===== src/rtl/adc_cfg_pkg.sv =====
package adc_cfg_pkg;

    localparam int FRAME_W    = 24;
    localparam int ADDR_W     = 15;
    localparam int DATA_W     = 8;
    localparam int N_STEPS    = 22;
    localparam int STEP_W     = $clog2(N_STEPS);
    localparam int BITCNT_W   = $clog2(FRAME_W);
    localparam int FUSE_STEP  = 1;
    localparam int LAST_STEP  = N_STEPS - 1;

    typedef struct packed {
        logic [ADDR_W-1:0] addr;
        logic [DATA_W-1:0] data;
    } reg_wr_t;

    typedef enum logic [1:0] {
        SQ_IDLE,
        SQ_ISSUE,
        SQ_XFER,
        SQ_PAUSE
    } seq_state_t;

    typedef enum logic [1:0] {
        SR_IDLE,
        SR_SHIFT,
        SR_GAP
    } ser_state_t;

    function automatic reg_wr_t mk_wr(input logic [ADDR_W-1:0] a,
                                      input logic [DATA_W-1:0] d);
        reg_wr_t w;
        w.addr = a;
        w.data = d;
        return w;
    endfunction

    function automatic logic [FRAME_W-1:0] pack_frame(input reg_wr_t w);
        return {1'b0, w.addr, w.data};
    endfunction

endpackage


===== src/rtl/adc_cfg_step_list.sv =====
module adc_cfg_step_list
    import adc_cfg_pkg::*;
(
    input  logic [STEP_W-1:0] step,
    input  logic [63:0]       nco_q,
    input  logic [7:0]        qdly_q,
    output reg_wr_t           wr
);

    // The frequency bytes go to two runs of four consecutive addresses.
    localparam logic [ADDR_W-1:0] NCO_LO_BASE = 15'h002A;
    localparam logic [ADDR_W-1:0] NCO_HI_BASE = 15'h0031;
    localparam int NCO_FIRST = 10;

    logic [2:0] nco_k;

    always_comb begin
        nco_k = 3'(int'(step) - NCO_FIRST);
        case (step)
            5'd0:  wr = mk_wr(15'h0007, 8'h6C);
            5'd1:  wr = mk_wr(15'h0013, 8'h01);
            5'd2:  wr = mk_wr(15'h0013, 8'h00);
            5'd3:  wr = mk_wr(15'h0019, 8'h80);
            5'd4:  wr = mk_wr(15'h001B, 8'h88);
            5'd5:  wr = mk_wr(15'h0020, 8'hFF);
            5'd6:  wr = mk_wr(15'h0021, 8'hFF);
            5'd7:  wr = mk_wr(15'h0022, 8'h0F);
            5'd8:  wr = mk_wr(15'h0024, 8'h06);
            5'd9:  wr = mk_wr(15'h0025, 8'h30);
            5'd10, 5'd11, 5'd12, 5'd13:
                   wr = mk_wr(NCO_LO_BASE + ADDR_W'(nco_k), nco_q[8*nco_k +: 8]);
            5'd14, 5'd15, 5'd16, 5'd17:
                   wr = mk_wr(NCO_HI_BASE + ADDR_W'(nco_k - 3'd4), nco_q[8*nco_k +: 8]);
            5'd18: wr = mk_wr(15'h0027, qdly_q);
            5'd19: wr = mk_wr(15'h002E, qdly_q);
            5'd20: wr = mk_wr(15'h0026, 8'hAA);
            default: wr = mk_wr(15'h0026, 8'h88);
        endcase
    end

endmodule


===== src/rtl/adc_cfg_spi_ser.sv =====
module adc_cfg_spi_ser
    import adc_cfg_pkg::*;
#(
    parameter int HALF_DIV = 4
) (
    input  logic               clk,
    input  logic               rst,
    input  logic               load,
    input  logic [FRAME_W-1:0] frame,
    output logic               xfer_done,
    output logic               cs_n,
    output logic               sclk,
    output logic               mosi
);

    localparam int DIV_W = $clog2(2 * HALF_DIV + 1);
    localparam logic [DIV_W-1:0]    HALF_END = DIV_W'(HALF_DIV - 1);
    localparam logic [DIV_W-1:0]    GAP_END  = DIV_W'(2 * HALF_DIV - 1);
    localparam logic [BITCNT_W-1:0] LAST_BIT = BITCNT_W'(FRAME_W - 1);

    ser_state_t           st;
    logic [FRAME_W-1:0]   shreg;
    logic [BITCNT_W-1:0]  bitcnt;
    logic [DIV_W-1:0]     divcnt;
    logic                 sclk_q;
    logic                 csn_q;
    logic                 done_q;

    always_ff @(posedge clk) begin
        if (rst) begin
            st     <= SR_IDLE;
            shreg  <= '0;
            bitcnt <= '0;
            divcnt <= '0;
            sclk_q <= 1'b0;
            csn_q  <= 1'b1;
            done_q <= 1'b0;
        end else begin
            done_q <= 1'b0;
            case (st)
                SR_IDLE: begin
                    if (load) begin
                        shreg  <= frame;
                        csn_q  <= 1'b0;
                        sclk_q <= 1'b0;
                        bitcnt <= '0;
                        divcnt <= '0;
                        st     <= SR_SHIFT;
                    end
                end
                SR_SHIFT: begin
                    if (divcnt == HALF_END) begin
                        divcnt <= '0;
                        if (!sclk_q) begin
                            sclk_q <= 1'b1;
                        end else begin
                            sclk_q <= 1'b0;
                            if (bitcnt == LAST_BIT) begin
                                csn_q <= 1'b1;
                                st    <= SR_GAP;
                            end else begin
                                shreg  <= {shreg[FRAME_W-2:0], 1'b0};
                                bitcnt <= bitcnt + 1'b1;
                            end
                        end
                    end else begin
                        divcnt <= divcnt + 1'b1;
                    end
                end
                default: begin
                    if (divcnt == GAP_END) begin
                        divcnt <= '0;
                        done_q <= 1'b1;
                        st     <= SR_IDLE;
                    end else begin
                        divcnt <= divcnt + 1'b1;
                    end
                end
            endcase
        end
    end

    assign cs_n      = csn_q;
    assign sclk      = sclk_q;
    assign mosi      = csn_q ? 1'b0 : shreg[FRAME_W-1];
    assign xfer_done = done_q;

endmodule


===== src/rtl/adc_cfg_pause.sv =====
module adc_cfg_pause #(
    parameter int PAUSE_CYCLES = 100000
) (
    input  logic clk,
    input  logic rst,
    input  logic arm,
    output logic expired
);

    localparam int CNT_W = $clog2(PAUSE_CYCLES + 1);

    logic [CNT_W-1:0] remain;
    logic             running;
    logic             fire_q;

    always_ff @(posedge clk) begin
        if (rst) begin
            remain  <= '0;
            running <= 1'b0;
            fire_q  <= 1'b0;
        end else begin
            fire_q <= 1'b0;
            if (arm) begin
                remain  <= CNT_W'(PAUSE_CYCLES);
                running <= 1'b1;
            end else if (running) begin
                if (remain <= CNT_W'(1)) begin
                    running <= 1'b0;
                    fire_q  <= 1'b1;
                end else begin
                    remain <= remain - 1'b1;
                end
            end
        end
    end

    assign expired = fire_q;

endmodule


===== src/rtl/adc_cfg_seq.sv =====
module adc_cfg_seq
    import adc_cfg_pkg::*;
#(
    parameter int HALF_DIV     = 4,
    parameter int PAUSE_CYCLES = 100000
) (
    input  logic        clk,
    input  logic        rst,
    input  logic        start,
    input  logic [63:0] nco_word,
    input  logic [7:0]  qdelay_val,
    output logic        busy,
    output logic        done,
    output logic        spi_cs_n,
    output logic        spi_sclk,
    output logic        spi_mosi
);

    seq_state_t          state;
    logic [STEP_W-1:0]   step;
    logic [63:0]         nco_q;
    logic [7:0]          qdly_q;
    logic                done_q;
    reg_wr_t             cur_wr;
    logic                ser_load;
    logic                ser_done;
    logic                pause_arm;
    logic                pause_fire;

    adc_cfg_step_list u_list (
        .step   (step),
        .nco_q  (nco_q),
        .qdly_q (qdly_q),
        .wr     (cur_wr)
    );

    adc_cfg_spi_ser #(.HALF_DIV(HALF_DIV)) u_ser (
        .clk       (clk),
        .rst       (rst),
        .load      (ser_load),
        .frame     (pack_frame(cur_wr)),
        .xfer_done (ser_done),
        .cs_n      (spi_cs_n),
        .sclk      (spi_sclk),
        .mosi      (spi_mosi)
    );

    adc_cfg_pause #(.PAUSE_CYCLES(PAUSE_CYCLES)) u_pause (
        .clk     (clk),
        .rst     (rst),
        .arm     (pause_arm),
        .expired (pause_fire)
    );

    assign ser_load  = (state == SQ_ISSUE);
    assign pause_arm = (state == SQ_XFER) && ser_done && (step == STEP_W'(FUSE_STEP));

    always_ff @(posedge clk) begin
        if (rst) begin
            state  <= SQ_IDLE;
            step   <= '0;
            nco_q  <= '0;
            qdly_q <= '0;
            done_q <= 1'b0;
        end else begin
            done_q <= 1'b0;
            case (state)
                SQ_IDLE: begin
                    if (start) begin
                        nco_q  <= nco_word;
                        qdly_q <= qdelay_val;
                        step   <= '0;
                        state  <= SQ_ISSUE;
                    end
                end
                SQ_ISSUE: state <= SQ_XFER;
                SQ_XFER: begin
                    if (ser_done) begin
                        if (step == STEP_W'(FUSE_STEP)) begin
                            state <= SQ_PAUSE;
                        end else if (step == STEP_W'(LAST_STEP)) begin
                            done_q <= 1'b1;
                            state  <= SQ_IDLE;
                        end else begin
                            step  <= step + 1'b1;
                            state <= SQ_ISSUE;
                        end
                    end
                end
                default: begin
                    if (pause_fire) begin
                        step  <= step + 1'b1;
                        state <= SQ_ISSUE;
                    end
                end
            endcase
        end
    end

    assign busy = (state != SQ_IDLE);
    assign done = done_q;

endmodule


===== config.mk =====
export PLATFORM = sky130hd
export DESIGN_NAME = adc_cfg_seq
export DESIGN_NICKNAME = d
export VERILOG_FILES = /design/src/rtl/adc_cfg_pkg.sv /design/src/rtl/adc_cfg_step_list.sv /design/src/rtl/adc_cfg_spi_ser.sv /design/src/rtl/adc_cfg_pause.sv /design/src/rtl/adc_cfg_seq.sv
export SDC_FILE = /design/constraint.sdc
export NUM_CORES = 1
export LEC_CHECK = 0
export BUFFER_PORTS_ARGS = -buffer_cell sky130_fd_sc_hd__buf_2
export CORE_UTILIZATION = 30
export DETAILED_ROUTE_END_ITERATION = 10
export GPL_TIMING_DRIVEN = 0
export PLACE_DENSITY = 0.57
export SYNTH_ARGS = -nofsm -noshare
export SYNTH_HDL_FRONTEND = slang
export SYNTH_SLANG_ARGS = --single-unit

===== constraint.sdc =====
create_clock -name clk -period 7.05 [get_ports clk]
set_input_delay 0.3525 -clock clk [delete_from_list [all_inputs] [get_ports clk]]
set_output_delay 0.3525 -clock clk [all_outputs]
set_load 0.02 [all_outputs]

Word level (Yosys, flattened, before mapping)
Cells that the tools add are included.
{ "op_classes": {"n_reduce_logical": 26, "muxes": 51, "order_cmp": 1, "shifts": 1, "add_sub_neg": 8, "n_eq_ne": 37, "bitwise_logic": 5} }
{ "op_table": {"columns": ["cell", "n"], "rows": [
  ["$pmux W23 S15", 1],
  ["$mux W24", 4],
  ["$shiftx A64 B7 Y8", 1],
  ["$mux W17", 3],
  ["$pmux W24 S2", 1],
  ["$mux W5", 9],
  ["$eq A5 B4 Y1 const B", 8],
  ["$eq A5 B5 Y1 const B", 7],
  ["$eq A5 B3 Y1 const B", 4],
  ["$mux W2", 9],
  ["$le A17 B1 Y1 const B", 1],
  ["$sub A17 B1 Y17 const B", 1],
  ["$add A6 B15 Y15 const A", 1],
  ["$pmux W5 S3", 1],
  ["$reduce_and A5 Y1", 3],
  ["$mux W1", 14],
  ["$mux W4", 3],
  ["$ne A2 B2 Y1 const B", 6],
  ["$reduce_or A4 Y1", 3],
  ["$add A5 B1 Y5 const B", 2],
  ["$eq A5 B2 Y1 const B", 2],
  ["$pmux W5 S2", 1],
  ["$ne A2 B1 Y1 const B", 4],
  ["$pmux W4 S2", 1],
  ["24 further kinds", 39]
]} }
{ "totals": {"out_inout_bits": 5, "wordCells": 145, "reg_bits": 137} }

Longest topological paths before layout
Gate-level depths: netlist of run 1.
{ "depth": {"depth_word": 6, "ltp_mapped": 12, "ltp_nobuf": 9} }

Cells and area by module
From an unflattened synthesis of run 1, not the netlist that was laid out.
{ "unflattened": {"hier_cells": 879, "hier_area_um2": 7225.7} }
{ "by_module_without_submodules": {"columns": ["module", "n_inst", "seq_area_each_um2", "area_each_um2", "cells_per_inst"], "rows": [
  ["adc_cfg_seq", 1, 1601.5, 2981.6, 382],
  ["adc_cfg_spi_ser", 1, 760.7, 1839.3, 222],
  ["adc_cfg_step_list", 1, 0.0, 1361.3, 153],
  ["adc_cfg_pause", 1, 380.4, 1043.5, 122]
]} }

Worst setup path before layout of run 1
No wires, ideal clock.
{ "synth_path": {"path_type": "flip-flop to flip-flop", "from": "register step[0]", "to": "register u_ser.shreg[12]", "synth_period_minus_slack_ps": 3159, "stages_incl_launch_ff": 13, "arrival_time_ps": 3028, "setup_time_ps": 131, "path_slack_ps": 3891, "t_required_ps": 6919, "path_cell_list": "dfxtp_1 clkbuf_1 clkbuf_1 clkinv_1 ha_1 clkbuf_1 nand2_1 o221a_2 nor4b_1 a21oi_1 buf_2 a221oi_1 nor3_1"} }
{ "synth_via": {"elab_chain_cells": 6} }
{ "synth_rtl": {"columns": ["item", "line_no", "text"], "rows": [
  ["start, declared", "adc_cfg_seq.sv:20", "logic [STEP_W-1:0] step;"],
  ["start signal, assigned", "adc_cfg_seq.sv:85", "step <= step + 1'b1;"],
  ["start signal, assigned", "adc_cfg_seq.sv:92", "step <= step + 1'b1;"],
  ["$sub A3 B2 Y3", "adc_cfg_step_list.sv:18", "nco_k = 3'(int'(step) - NCO_FIRST);"],
  ["$sub A3 B3 Y4", "adc_cfg_step_list.sv:33", "wr = mk_wr(NCO_HI_BASE + ADDR_W'(nco_k - 3'd4), nco_q[8*nco_k +: 8]);"],
  ["$add A6 B15 Y15", "adc_cfg_step_list.sv:33", null],
  ["$pmux W23 S15 *", "adc_cfg_step_list.sv:19", "case (step)"],
  ["$mux W24 *", "adc_cfg_spi_ser.sv:42", "if (load) begin"],
  ["$pmux W24 S2 *", "adc_cfg_spi_ser.sv:40", "case (st)"],
  ["end signal, assigned", "adc_cfg_spi_ser.sv:43", "shreg <= frame;"],
  ["end signal, assigned", "adc_cfg_spi_ser.sv:62", "shreg <= {shreg[FRAME_W-2:0], 1'b0};"],
  ["end, declared", "adc_cfg_spi_ser.sv:22", "logic [FRAME_W-1:0] shreg;"]
]} }
Every way passes the cells marked *; elsewhere a longest branch is shown, timed or not. The select of a mux whose other input is x is not followed.
A chain may end at the register's enable or synchronous reset.

Worst setup path in the final report of run 1
Same ends and word-level chain as after synthesis.

==> metrics.txt, run 1 <==
run status=complete, no violations; Core Region=between 0.02 and 0.025 mm²; Critical Path Sink Type=flip-flop; setup bufs post-CTS=0; DRT Pass-1 Iters=5; Multi-input gate area=between 0.003 and 0.004 mm²; number of global-route vias before repair=approximately 5700; FF/Latch Area=0.00274 mm²; Die ar.=0.0221 mm²; initial antenna violation count=0; maximum vdd drop=~0.19 mV; post_cts resized=0; EDFF count, synth=0; post-route setup slack=around 2700 ps; Pwr Density=330 mW/mm²; Port Buffer Count=79; CP peak stage delay=~620 ps; CP most frequent cell=clkbuf_1; Yosys top cell area share=42.4%; Avg Synthesized Cell Area=8.09 µm²; ANT cells=0; hold path depth=3; leak pwr=2.89 nW; crit path max fanout=10; # hold bufs at CTS=0; CP cell instances=clkbuf_1, clkbuf_1, clkinv_1, ha_1, clkbuf_1, nand2_1, o221a_2, nor4b_1, a21oi_1, buf_2, a221oi_1, nor3_1; final hold violations=0; Routed WL=~19000 µm; Slew Viols, Final=0; initial cell density of the core=roughly 31%; WP data required=~7300 ps; final setup violation count=0; RSZ-0062 raised after global routing=false; period utilization=between 60% and 70%; post-detailed-route count of antenna-violating nets=0; total track usage=between 15 and 20%; die height=149 µm; first-pass GRT wire length=30300 µm; Ports=80; dominant cell type by area after synthesis=dfxtp_1; total grt overflow=0; nets=between 900 and 1000; slew margin rel.=between 30% and 40%; total CTS buffers=17; clock root cell=clkbuf_16; Worst Path Buf+Inv=5; Arr. time, crit path=4680 ps; clock sinks=137; delay-heaviest family, CP=buffers and inverters; RD Place Congestion=0.871; list of most frequent post-synthesis cells=nand2_1 (185), dfxtp_1 (137), a21oi_1 (114), nor2_1 (67), clkbuf_1 (54); Worst path depth=12; Synth area leaders=dfxtp_1 (42%), nand2_1 (11%), a21oi_1 (8.8%), mux4_2 (5.6%), nor2_1 (3.9%); Async S/R FF share, synth=0%; Synth Flop Type=dfxtp_1; Post-Syn Instances=~800; skew final=roughly 7.4 ps; DRT iter0 DRCs=466; TritonCTS clock tree=built; synthesized area=about 0.0065 mm²; Die X=149 µm; post-synthesis sequential area ratio=a little over two fifths; hpwl dp=14000 µm; Final TNS setup=0 ps; Mapped Nets=890; Max Fclk=between 0.2 and 0.25 GHz; max-cap violation count=0; Least-Margin Pin Slew=954 ps; share of cells above drive strength 1=~15%; Cell Rows=53; CTS clk-pin slew, worst paths=approximately 60 ps; drt wl/cell=about 16 µm; dpl ws=2710 ps; largest net degree at the start of global routing=17; Clk Latency, worst-skew pair=around 430 ps; minimum clock period=about 4400 ps; reg2reg path depth=12; Core Util, Final=36.8%; Worst Hold Class=input port to flip-flop; Setup crit start kind=flip-flop; synth unique cells=58; Yosys warnings=0; vias per inst=a little over 5; CTS max path bufs=2; count leader, synth=nand2_1; # fillers=between 2000 and 2500; CTS H-tree depth=4; via count=roughly 6000; Area Growth Syn to Fin=20.1%; register bit total from synthesis=~140; Setup Crit Path Kind=flip-flop to flip-flop; # DRC=0; slowest stage cell, crit path=clkbuf_1
## area by class of cell
type                            count  share of cell area (%)
Multi-Input combinational cell    589                    44.4
Sequential cell                   137                    35.3
Buffer                             56                    2.72
Clock inverter                     13                    1.55
Tap cell                          275                    4.43
Timing Repair Buffer               79                    5.09
Inverter                           17                   0.822
Clock buffer                       19                    5.70
## worst paths after layout
check | endpoint | start | slack, ps
worst max-delay path | u_ser.shreg[12]$_SDFFE_PP0P_ | step[0]$_SDFFE_PP0P_ | 2660
worst min-delay path | nco_q[4]$_SDFFE_PP0P_ | nco_word[4] | 160
worst max register to register | u_ser.shreg[12]$_SDFFE_PP0P_ | step[0]$_SDFFE_PP0P_ | 2660
worst min register to register | nco_q[34]$_SDFFE_PP0P_ | nco_q[34]$_SDFFE_PP0P_ | 450
## metal layers
layer / wire length, µm / part of all wire (%) / up-vias / GRT usage, %
li1: - / - / 2980 / -
met1: 8950 / 47 / 2853 / 24.5
met2: 8880 / 47 / 167 / 28.4
met3: 955 / 5.0 / 24 / 3.61
met4: 308 / 1.6 / 0 / 5.66
met5: 0 / 0 / - / 0
## report_power, final
group	switching, mW	internal, mW	total (mW)
Clock	0.360	0.497	0.857
Combinational	0.496	0.262	0.758
Sequential	0.0653	0.880	0.945
Total	0.921	1.64	2.56
## state kept, by name (all words and copies together), names as in the netlist
register         flops
done                 1
nco_q               64
qdly_q               8
state                2
step                 5
u_pause.expired      1
u_pause.remain      17
u_pause.running      1
u_ser.bitcnt         5
u_ser.cs_n           1
u_ser.divcnt         4
u_ser.sclk           1
u_ser.shreg         24
u_ser.st             2
u_ser.xfer_done      1
## through the flow
stage / total power, mW / instance area (µm²) / hold WS (ps) / std cells
after floorplan: 1.47 / 6460 / 429 / 799
after global placement: 1.70 / 7200 / 438 / 1153
after detailed placement: 1.71 / 7200 / 446 / 1153
final: 2.56 / 7770 / 156 / 1185
after global routing: 2.71 / 7770 / 152 / 1185
after CTS: 2.57 / 7770 / 146 / 1185
## kinds of logic (layout without fill, tap and decap cells)
family	Yosys count	in the layout	share of synthesized area, %
AND/OR/NAND/NOR	334	334	22.7
AO/OA/AOI/OAI	194	194	17.9
flip-flops	137	137	42.4
buffers and inverters	73	184	4.26
multiplexers	25	25	6.97
XOR/XNOR	20	20	2.71
adder cells (fa/ha/maj)	16	16	3.10
## cell usage in the layout, fill, tap and decap left out, types with 5 or more instances in the layout
cell       netlist  routed
a211oi_1         8       8
a21oi_1        114     114
a221oi_1         5       5
a22oi_1         12      12
buf_2            1      80
clkbuf_1        54      55
clkbuf_16        0      17
dfxtp_1        137     137
ha_1            16      16
inv_1           14      14
mux2i_1          9       9
mux4_2          16      16
nand2_1        185     185
nand2b_1         6       6
nand3_1         11      11
nand4_1          6       6
nor2_1          67      67
nor2b_1          8       8
nor3_1          20      20
o21ai_0         19      19
xnor2_1          8       8
xor2_1          12      12
## tightest hold or removal path, stage by stage
cell and delay [ps]:
buf_2 90, nand2_1 40, a21oi_1 50
No activity file was read; power rests on OpenSTA's default activity.
==> inputs of run 2 (changes only) <==
--- a/config.mk
+++ b/config.mk
@@ -5,11 +5,12 @@
 export SDC_FILE = /design/constraint.sdc
 export NUM_CORES = 1
 export LEC_CHECK = 0
+export ABC_AREA = 1
 export BUFFER_PORTS_ARGS = -buffer_cell sky130_fd_sc_hd__buf_2
 export CORE_UTILIZATION = 30
 export DETAILED_ROUTE_END_ITERATION = 10
 export GPL_TIMING_DRIVEN = 0
-export PLACE_DENSITY = 0.57
+export PLACE_DENSITY = 0.58
 export SYNTH_ARGS = -nofsm -noshare
 export SYNTH_HDL_FRONTEND = slang
 export SYNTH_SLANG_ARGS = --single-unit
==> constraint.sdc (replaced) <==
create_clock -name clk -period 3.9 [get_ports clk]
set_input_delay 0.195 -clock clk [delete_from_list [all_inputs] [get_ports clk]]
set_output_delay 0.195 -clock clk [all_outputs]
set_load 0.02 [all_outputs]
==> run 2 against run 1 <==
- final area increased by 4.8%
- non-clock buffer count decreased by 4
- wire length increased by 1.9%
- register-to-register slack got worse by 1700 ps
- count of clock-buffer cells in the layout unchanged
- largest cell class unchanged
- largest power group is now combinational logic
==> metrics.txt, run 2 <==
Worst Hold Class=input port to flip-flop; setup bufs post-CTS=0; Avg Synthesized Cell Area=around 6.8 µm²; most common cell after layout, fill and taps aside=nor2_1; clock root cell=clkbuf_16; Max Fclk=~0.34 GHz; minimum clock period=around 3000 ps; post_cts resized=0; Reg2Reg Setup Slack=between 900 and 1000 ps; GR Util met2=~28%; period utilization=around 75%; Mapped Nets=roughly 1100; WP data required=approximately 4200 ps; TritonCTS clock tree=built; Post-Syn Instances=1008; Cell Rows=54; Ports=80; Yosys warnings=0; count leader, synth=nor2_1; slowest stage cell, crit path=dfxtp_1; run status=complete, no violations; Pwr Density=666 mW/mm²; Async S/R FF share, synth=0%; Routed WL=between 15000 and 20000 µm; via count=~6700; # fillers=2417; total track usage=between 10% and 20%; Regs by FF count=nco_q (64), u_ser.shreg (24), u_pause.remain (17); r2r endpoint=u_ser.shreg[10]$_SDFFE_PP0P_; DRT iter0 DRCs=between 300 and 400; EDFF count, synth=0; CP cell instances=buf_2, clkinv_1, buf_2, ha_1, inv_1, nand2_1, nand2_1, nand2_2, nor2_2, nand3_2, nand3_1, nand2_1, a21oi_1; met1 usage=21.9%; vias per inst=approximately 4.8; largest net degree at the start of global routing=17; Die ar.=~0.023 mm²; Port Buffer Count=between 70 and 80; Core Util, Final=36.9%; Setup crit start kind=flip-flop; hpwl dp=between 10000 and 15000 µm; RSZ-0062 raised after global routing=false; synthesized area=between 0.006 and 0.007 mm²; total grt overflow=0; global route hottest layer=met2; post-synthesis sequential area ratio=40.1%; Pwr Total=between 5 and 6 mW; DRT Pass-1 Iters=5; Worst path depth=13; post-detailed-route count of antenna-violating nets=0; max FFs per register=64; Setup Crit Path Kind=flip-flop to flip-flop; CP most frequent cell=nand2_1; reg2reg path depth=13; Least-Margin Pin Slew=~890 ps; register bit total from synthesis=approximately 140; Arr. time, crit path=roughly 3300 ps; hold path startpoint=nco_word[17]; clock sinks=between 100 and 150; skew final=21.2 ps; crit path from=step[1]$_SDFFE_PP0P_; Critical Path Sink Type=flip-flop; Final TNS setup=0 ps; initial cell density of the core=31.0%; ANT cells=0; final hold violations=0; crit path max fanout=13; Core Region=around 0.022 mm²; max-cap violation count=0; Clk Latency, worst-skew pair=430 ps; Worst Path Buf+Inv=4; share of cells above drive strength 1=a little over an eighth; drt wl/cell=approximately 14 µm; final setup violation count=0; # hold bufs at CTS=0; initial antenna violation count=0; M3 GR Usage=between 3 and 4%; CP peak stage delay=approximately 410 ps; CTS max path bufs=2; CTS H-tree depth=4; Setup crit end=u_ser.shreg[10]$_SDFFE_PP0P_; Yosys top cell area share=about 40%; slew margin rel.=40.8%; die height=approximately 150 µm; total CTS buffers=17; synth unique cells=between 40 and 50; commonest cells after routing, fill and taps aside=nor2_1 (239), nand2_1 (172), dfxtp_1 (137); maximum vdd drop=0.291 mV; Slew Viols, Final=0; leak pwr=~3.6 nW; first-pass GRT wire length=between 30000 and 40000 µm; # DRC=0; Die X=~150 µm; nets=between 1000 and 1500; Synth area leaders=dfxtp_1 (40%), nor2_1 (13%), nand2_1 (9.4%), o21ai_0 (7.3%), nand3_1 (6.9%); delay-heaviest family, CP=simple AND/OR/NAND/NOR gates; RD Place Congestion=0.889; dominant cell type by area after synthesis=dfxtp_1; number of global-route vias before repair=6333; Most flops, register=nco_q; CTS clk-pin slew, worst paths=around 60 ps; Area Growth Syn to Fin=19.0%; Synth Flop Type=dfxtp_1; Worst R2R Start=step[1]$_SDFFE_PP0P_; list of most frequent post-synthesis cells=nor2_1 (239), nand2_1 (172), dfxtp_1 (137), o21ai_0 (100), nand3_1 (94)
run 2: changes by cell type in the layout (fill, tap and decap cells not counted), sizes merged, moves of 8 or more:
cell / delta
nor3: -9
nor2b: -8
mux4: -16
nand3: +89
o21ai: +84
mux2i: -9
a21oi: -57
nor2: +177
clkbuf: -21
nand2: -9
buf: +17
inv: +39
run 2: per-layer routing:
metal	wire length, µm	part of all wire [%]
met1	9340	48
met2	8990	46
met3	735	3.8
met4	387	2.0
met5	0	0
run 2: worst min-delay path by stage:
stage               slack [ps]                endpoint  cells past startpoint
floorplan                  360   nco_q[0]$_SDFFE_PP0P_                      2
global placement           440  nco_q[60]$_SDFFE_PP0P_                      2
detailed placement         440  nco_q[60]$_SDFFE_PP0P_                      2
CTS                          5  nco_q[17]$_SDFFE_PP0P_                      3
global route                10  nco_q[17]$_SDFFE_PP0P_                      3
finish                      10  nco_q[17]$_SDFFE_PP0P_                      3
run 2: final cells by class:
class	instances	area [µm²]	area share (%)
inverter	59	221	2.72
sequential	137	2740	33.7
timing repair buffer	79	395	4.85
clock buffer	19	453	5.56
multi-input combinational	760	3630	44.6
tap	280	350	4.30
buffer	52	250	3.07
clock inverter	11	98.8	1.21
run 2: through the flow:
stage / std cells / cell area [µm²] / setup slack [ps] / hold WS, ps
after floorplan: 1008 / 6850 / 1700 / 362
after global placement: 1367 / 7590 / 1020 / 438
after detailed placement: 1367 / 7590 / 1020 / 440
after CTS: 1397 / 8140 / 1010 / 4.73
after global routing: 1397 / 8140 / 773 / 12.5
final: 1397 / 8140 / 971 / 12.3
run 2: report_power, final:
part | switching, mW | internal, mW | total (mW)
logic | 1.37 | 0.704 | 2.08
registers | 0.156 | 1.67 | 1.82
clock network | 0.623 | 0.901 | 1.52
total | 2.15 | 3.27 | 5.42
run 2: worst min-delay path: stages:
cell     delay, ps
buf_2           70
o21ai_0         70
nor2_1          80
run 2: cells by family (layout without fill, tap and decap cells):
group | Yosys count | count (layout) | share of synthesized area (%)
AO/OA/AOI/OAI | 181 | 181 | 14.1
flip-flops | 137 | 137 | 40.1
adder cells (fa/ha/maj) | 16 | 16 | 2.92
XOR/XNOR | 13 | 13 | 1.66
buffers and inverters | 111 | 220 | 6.89
AND/OR/NAND/NOR | 550 | 550 | 34.4
